**config.mk**
```make
export PLATFORM = sky130hd
export DESIGN_NAME = bus_resolver
export DESIGN_NICKNAME = d
export VERILOG_FILES = /design/src/rtl/bus_res_pkg.sv /design/src/rtl/brs_census.sv /design/src/rtl/brs_lane.sv /design/src/rtl/brs_hold.sv /design/src/rtl/bus_resolver.sv
export SDC_FILE = /design/constraint.sdc
export NUM_CORES = 1
export LEC_CHECK = 0
export ABC_AREA = 1
export BUFFER_PORTS_ARGS = -buffer_cell sky130_fd_sc_hd__clkbuf_2
export CORE_AREA = 2 2 39 41
export CTS_BUF_LIST = sky130_fd_sc_hd__clkbuf_8
export CTS_CLUSTER_DIAMETER = 40
export CTS_CLUSTER_SIZE = 24
export DETAILED_ROUTE_END_ITERATION = 8
export DIE_AREA = 0 0 41 43
export GPL_TIMING_DRIVEN = 1
export PLACE_DENSITY_LB_ADDON = 0.2
export SYNTH_ARGS = -nofsm -noshare
export SYNTH_HDL_FRONTEND = slang
export SYNTH_SLANG_ARGS = --single-unit
```
**constraint.sdc**
```tcl
create_clock -name clk -period 2.3 [get_ports clk]
set_input_delay 0.23 -clock clk [delete_from_list [all_inputs] [get_ports clk]]
set_output_delay 0.23 -clock clk [all_outputs]
set_load 0.005 [all_outputs]
```
**src/rtl/bus_res_pkg.sv**
```systemverilog
package bus_res_pkg;

    typedef enum logic [1:0] {
        POL_EXCL     = 2'b00,
        POL_WIRED    = 2'b01,
        POL_HOLD     = 2'b10,
        POL_EXCL_ALT = 2'b11
    } policy_e;

    typedef struct packed {
        logic any_on;
        logic many_on;
    } census_flags_t;

    // Policies under which only one source may be active at a time.
    function automatic logic single_source(policy_e p);
        return (p != POL_WIRED);
    endfunction

    function automatic logic holds_value(policy_e p);
        return (p == POL_HOLD);
    endfunction

endpackage

```
**src/rtl/brs_census.sv**
```systemverilog
module brs_census
    import bus_res_pkg::*;
#(
    parameter int N_DRV = 4,
    localparam int IDX_W = (N_DRV > 1) ? $clog2(N_DRV) : 1,
    localparam int CNT_W = $clog2(N_DRV + 1)
) (
    input  logic [N_DRV-1:0] en,
    output census_flags_t    flags,
    output logic [IDX_W-1:0] first_idx
);

    logic [CNT_W-1:0] active_cnt;

    always_comb begin
        active_cnt = '0;
        for (int i = 0; i < N_DRV; i++) begin
            active_cnt = active_cnt + CNT_W'(en[i]);
        end
    end

    // Scan from the top so the lowest set index wins.
    always_comb begin
        first_idx = '0;
        for (int i = N_DRV - 1; i >= 0; i--) begin
            if (en[i]) begin
                first_idx = IDX_W'(i);
            end
        end
    end

    always_comb begin
        flags.any_on  = (active_cnt != '0);
        flags.many_on = (active_cnt > CNT_W'(1));
    end

endmodule

```
**src/rtl/brs_lane.sv**
```systemverilog
module brs_lane
    import bus_res_pkg::*;
#(
    parameter int N_DRV = 4,
    localparam int IDX_W = (N_DRV > 1) ? $clog2(N_DRV) : 1
) (
    input  policy_e          mode,
    input  logic [N_DRV-1:0] en,
    input  logic [N_DRV-1:0] bits,
    input  logic [IDX_W-1:0] first_idx,
    input  logic             any_on,
    input  logic             held_bit,
    output logic             val,
    output logic             clash
);

    logic saw_one;
    logic saw_zero;

    always_comb begin
        saw_one  = |(en & bits);
        saw_zero = |(en & ~bits);
        clash    = saw_one & saw_zero;
    end

    always_comb begin
        if (any_on) begin
            val = bits[first_idx];
        end else if (holds_value(mode)) begin
            val = held_bit;
        end else begin
            val = 1'b1;
        end
    end

endmodule

```
**src/rtl/brs_hold.sv**
```systemverilog
module brs_hold #(
    parameter int WIDTH = 1
) (
    input  logic             clk,
    input  logic             rst,
    input  logic             load,
    input  logic [WIDTH-1:0] d,
    output logic [WIDTH-1:0] q
);

    always_ff @(posedge clk) begin
        if (rst) begin
            q <= '1;
        end else if (load) begin
            q <= d;
        end
    end

endmodule

```
**src/rtl/bus_resolver.sv**
```systemverilog
module bus_resolver
    import bus_res_pkg::*;
#(
    parameter int N_DRV = 4,
    parameter int WIDTH = 1,
    localparam int IDX_W = (N_DRV > 1) ? $clog2(N_DRV) : 1
) (
    input  logic                   clk,
    input  logic                   rst,
    input  logic [1:0]             mode,
    input  logic [N_DRV-1:0]       drv_en,
    input  logic [N_DRV*WIDTH-1:0] drv_data,
    output logic [WIDTH-1:0]       bus_val,
    output logic                   multi_err,
    output logic                   disagree_err
);

    policy_e          policy;
    census_flags_t    flags;
    logic [IDX_W-1:0] first_idx;
    logic [WIDTH-1:0] held;
    logic [WIDTH-1:0] lane_clash;
    logic [N_DRV-1:0] lane_bits [WIDTH];

    assign policy = policy_e'(mode);

    brs_census #(.N_DRV(N_DRV)) u_census (
        .en        (drv_en),
        .flags     (flags),
        .first_idx (first_idx)
    );

    for (genvar b = 0; b < WIDTH; b++) begin : g_lane
        for (genvar i = 0; i < N_DRV; i++) begin : g_gather
            assign lane_bits[b][i] = drv_data[i*WIDTH + b];
        end

        brs_lane #(.N_DRV(N_DRV)) u_lane (
            .mode      (policy),
            .en        (drv_en),
            .bits      (lane_bits[b]),
            .first_idx (first_idx),
            .any_on    (flags.any_on),
            .held_bit  (held[b]),
            .val       (bus_val[b]),
            .clash     (lane_clash[b])
        );
    end

    brs_hold #(.WIDTH(WIDTH)) u_hold (
        .clk  (clk),
        .rst  (rst),
        .load (holds_value(policy) & flags.any_on),
        .d    (bus_val),
        .q    (held)
    );

    assign multi_err    = single_source(policy) & flags.many_on;
    assign disagree_err = (policy == POL_WIRED) & (|lane_clash);

endmodule

```
==> impl_metrics.env <==
export IMPL_coreArea_um2=1380
export IMPL_die_y_um=43
export IMPL_hold_class="in2reg"
export IMPL_fin_skew_ns=0
export IMPL_crit_path_start_kind="input port"
export IMPL_largest_reg_flops=1
export IMPL_fin_crit_ns=2.08
export IMPL_yosys_warnings=0
export IMPL_drtPass1Iterations=4
export IMPL_mostFrequentLayoutCell="nand2_1"
export IMPL_ys_seq_area_frac=0.0681
export IMPL_multiInputGateArea_um2=224
export IMPL_status="completed"
export IMPL_via_count=328
export IMPL_hold_buffers=0
export IMPL_drt_total_wl_um=606
export IMPL_grt_start_max_net_pins=6
export IMPL_synthesis_nets=70
export IMPL_grt_overflow_total=0
export IMPL_synth_cell_types=16
export IMPL_vias_per_cell=3.95
export IMPL_n_antenna_cell=0
export IMPL_slew_headroom=0.837
export IMPL_clk_latency_ns=0
export IMPL_netlist_instances=53
export IMPL_hold_viol=0
export IMPL_top_register="u_hold.q"
export IMPL_powerDensity_nw_per_um2=255
export IMPL_required_ns=2.07
export IMPL_wire_per_inst_um=7.30
export IMPL_die_area_um2=1760
export IMPL_finalMaxSlewViolations=0
export IMPL_p_leak_nw=0.247
export IMPL_synth_top_area_share=0.204
export IMPL_antenna_found_initial=0
export IMPL_port_buffers=14
export IMPL_worst_slew_pin_slew_ns=0.244
export IMPL_layout_common_cells="nand2_1 (16), clkbuf_2 (14), inv_1 (12)"
export IMPL_netlist_area_um2=294
export IMPL_fillerInstances=165
export IMPL_areaGrowthSynthToFinish_pct=31.5
export IMPL_dr_first_iter_drc_count=1
export IMPL_ff_latch_area_um2=20.0
export IMPL_rsz0062_at_grt="no"
export IMPL_avgSynthCellArea_um2=5.55
export IMPL_die_w_um=41
export IMPL_synth_seq_cells=1
export IMPL_grt_first_pass_wirelength_um=938
export IMPL_postRouteAntennaNets=0
export IMPL_fin_crit_sh=0.906
export IMPL_ios=15
export IMPL_cp_arrival_ns=1.85
export IMPL_grt_total_usage=0.0701
export IMPL_synth_top_area_cell="nand2_1"
export IMPL_worstSetupPathType="in2out"
export IMPL_crit_fanout=5
export IMPL_path_clk_slew_ns=0
export IMPL_drive_gt1_frac=0.284
export IMPL_place_congestion=0.766
export IMPL_drc=0
export IMPL_cp_end_kind="primary output"
export IMPL_dp_hpwl_um=561
export IMPL_setup_tns_ns=0
export IMPL_max_cap_violations=0
export IMPL_fmax_mhz=480
export IMPL_rows=14
export IMPL_grt_pass1_vias=257
export IMPL_hold_ws_ns=0.417
export IMPL_top_regs="u_hold.q (1)"
export IMPL_nNetsFinal=86
export IMPL_yosys_top_cells_area="nand2_1 (20%), ha_1 (17%), inv_1 (15%), dfxtp_1 (6.8%), fa_1 (6.8%)"
export IMPL_final_setup_viol_count=0
export IMPL_initial_core_util=0.212
export IMPL_peakVddDrop_mv=0.0497
[synthesized netlist by cell type (all sizes together)]
cell type,number
nand4,1
inv,14
nand2,17
o211ai,1
fa,1
o21bai,1
o21ai,1
nor2,6
dfxtp,1
a21oi,2
a221oi,1
ha,4
nand3,3
[what timing repair did]
item | CTS | global route
setup endpoints to repair | 0 | 1
gates resized for setup | 0 | 1
setup buffers | 0 | 0
hold endpoints to repair | 0 | 0
[worst max-delay path: stages]
cell and delay (ns):
clkbuf_2 0.13, ha_1 0.28, inv_1 0.04, fa_1 0.41, inv_1 0.07, ha_1 0.23, nor2_2 0.11, nand2_2 0.07
inv_1 0.05, o21ai_0 0.06, nand2_1 0.06, clkbuf_2 0.10
[cell type report]
| cell class | instances | area share |
|---|---|---|
| multi-input cells | 38 | 0.579 |
| repair buffers | 14 | 0.181 |
| inverters | 14 | 0.136 |
| flip-flops and latches | 1 | 0.0518 |
| well taps | 16 | 0.0518 |
[where the power goes]
part           internal [mW]  leakage, nW  total [mW]  switching, mW
registers             0.0193      0.00827      0.0201       0.000761
logic                 0.0356        0.239      0.0783         0.0427
clock network              0            0           0              0
[stage by stage]
step	setup slack (ns)	instance area [um2]	util	power, mW	cells
after floorplan	0.489	294	-	0.0687	53
after global placement	0.164	384	0.278	0.0984	83
after detailed placement	0.147	384	0.278	0.0987	83
after CTS	0.151	384	0.278	0.0989	83
after global routing	0.0356	387	0.279	0.113	83
final	0.216	387	0.279	0.0984	83
[cell families (layout without fill, tap and decap cells)]
logic type,count (synthesis),in the layout,share of synthesized area
compound gates,6,6,0.132
fa+ha+maj,5,5,0.238
buf+inv,14,28,0.179
flops,1,1,0.0681
simple gates,27,27,0.383
[metal layers]
layer / global-route usage / routed length [um] / part of all wire
met5: 0 / 0 / 0
met1: 0.0987 / 305 / 0.50
met4: 0 / 0 / 0
met3: 0 / 30 / 0.050
met2: 0.122 / 270 / 0.45
[worst paths after layout]
| check | startpoint | endpoint | slack, ns | cells past startpoint |
|---|---|---|---|---|
| min reg2reg | u_hold.q | u_hold.q | 0.45 | 2 |
| max | drv_en[0] | bus_val | 0.22 | 12 |
| max reg2reg | u_hold.q | u_hold.q | 1.71 | 2 |
| min | rst | u_hold.q | 0.42 | 3 |
Power figures use the tool's default switching activity.
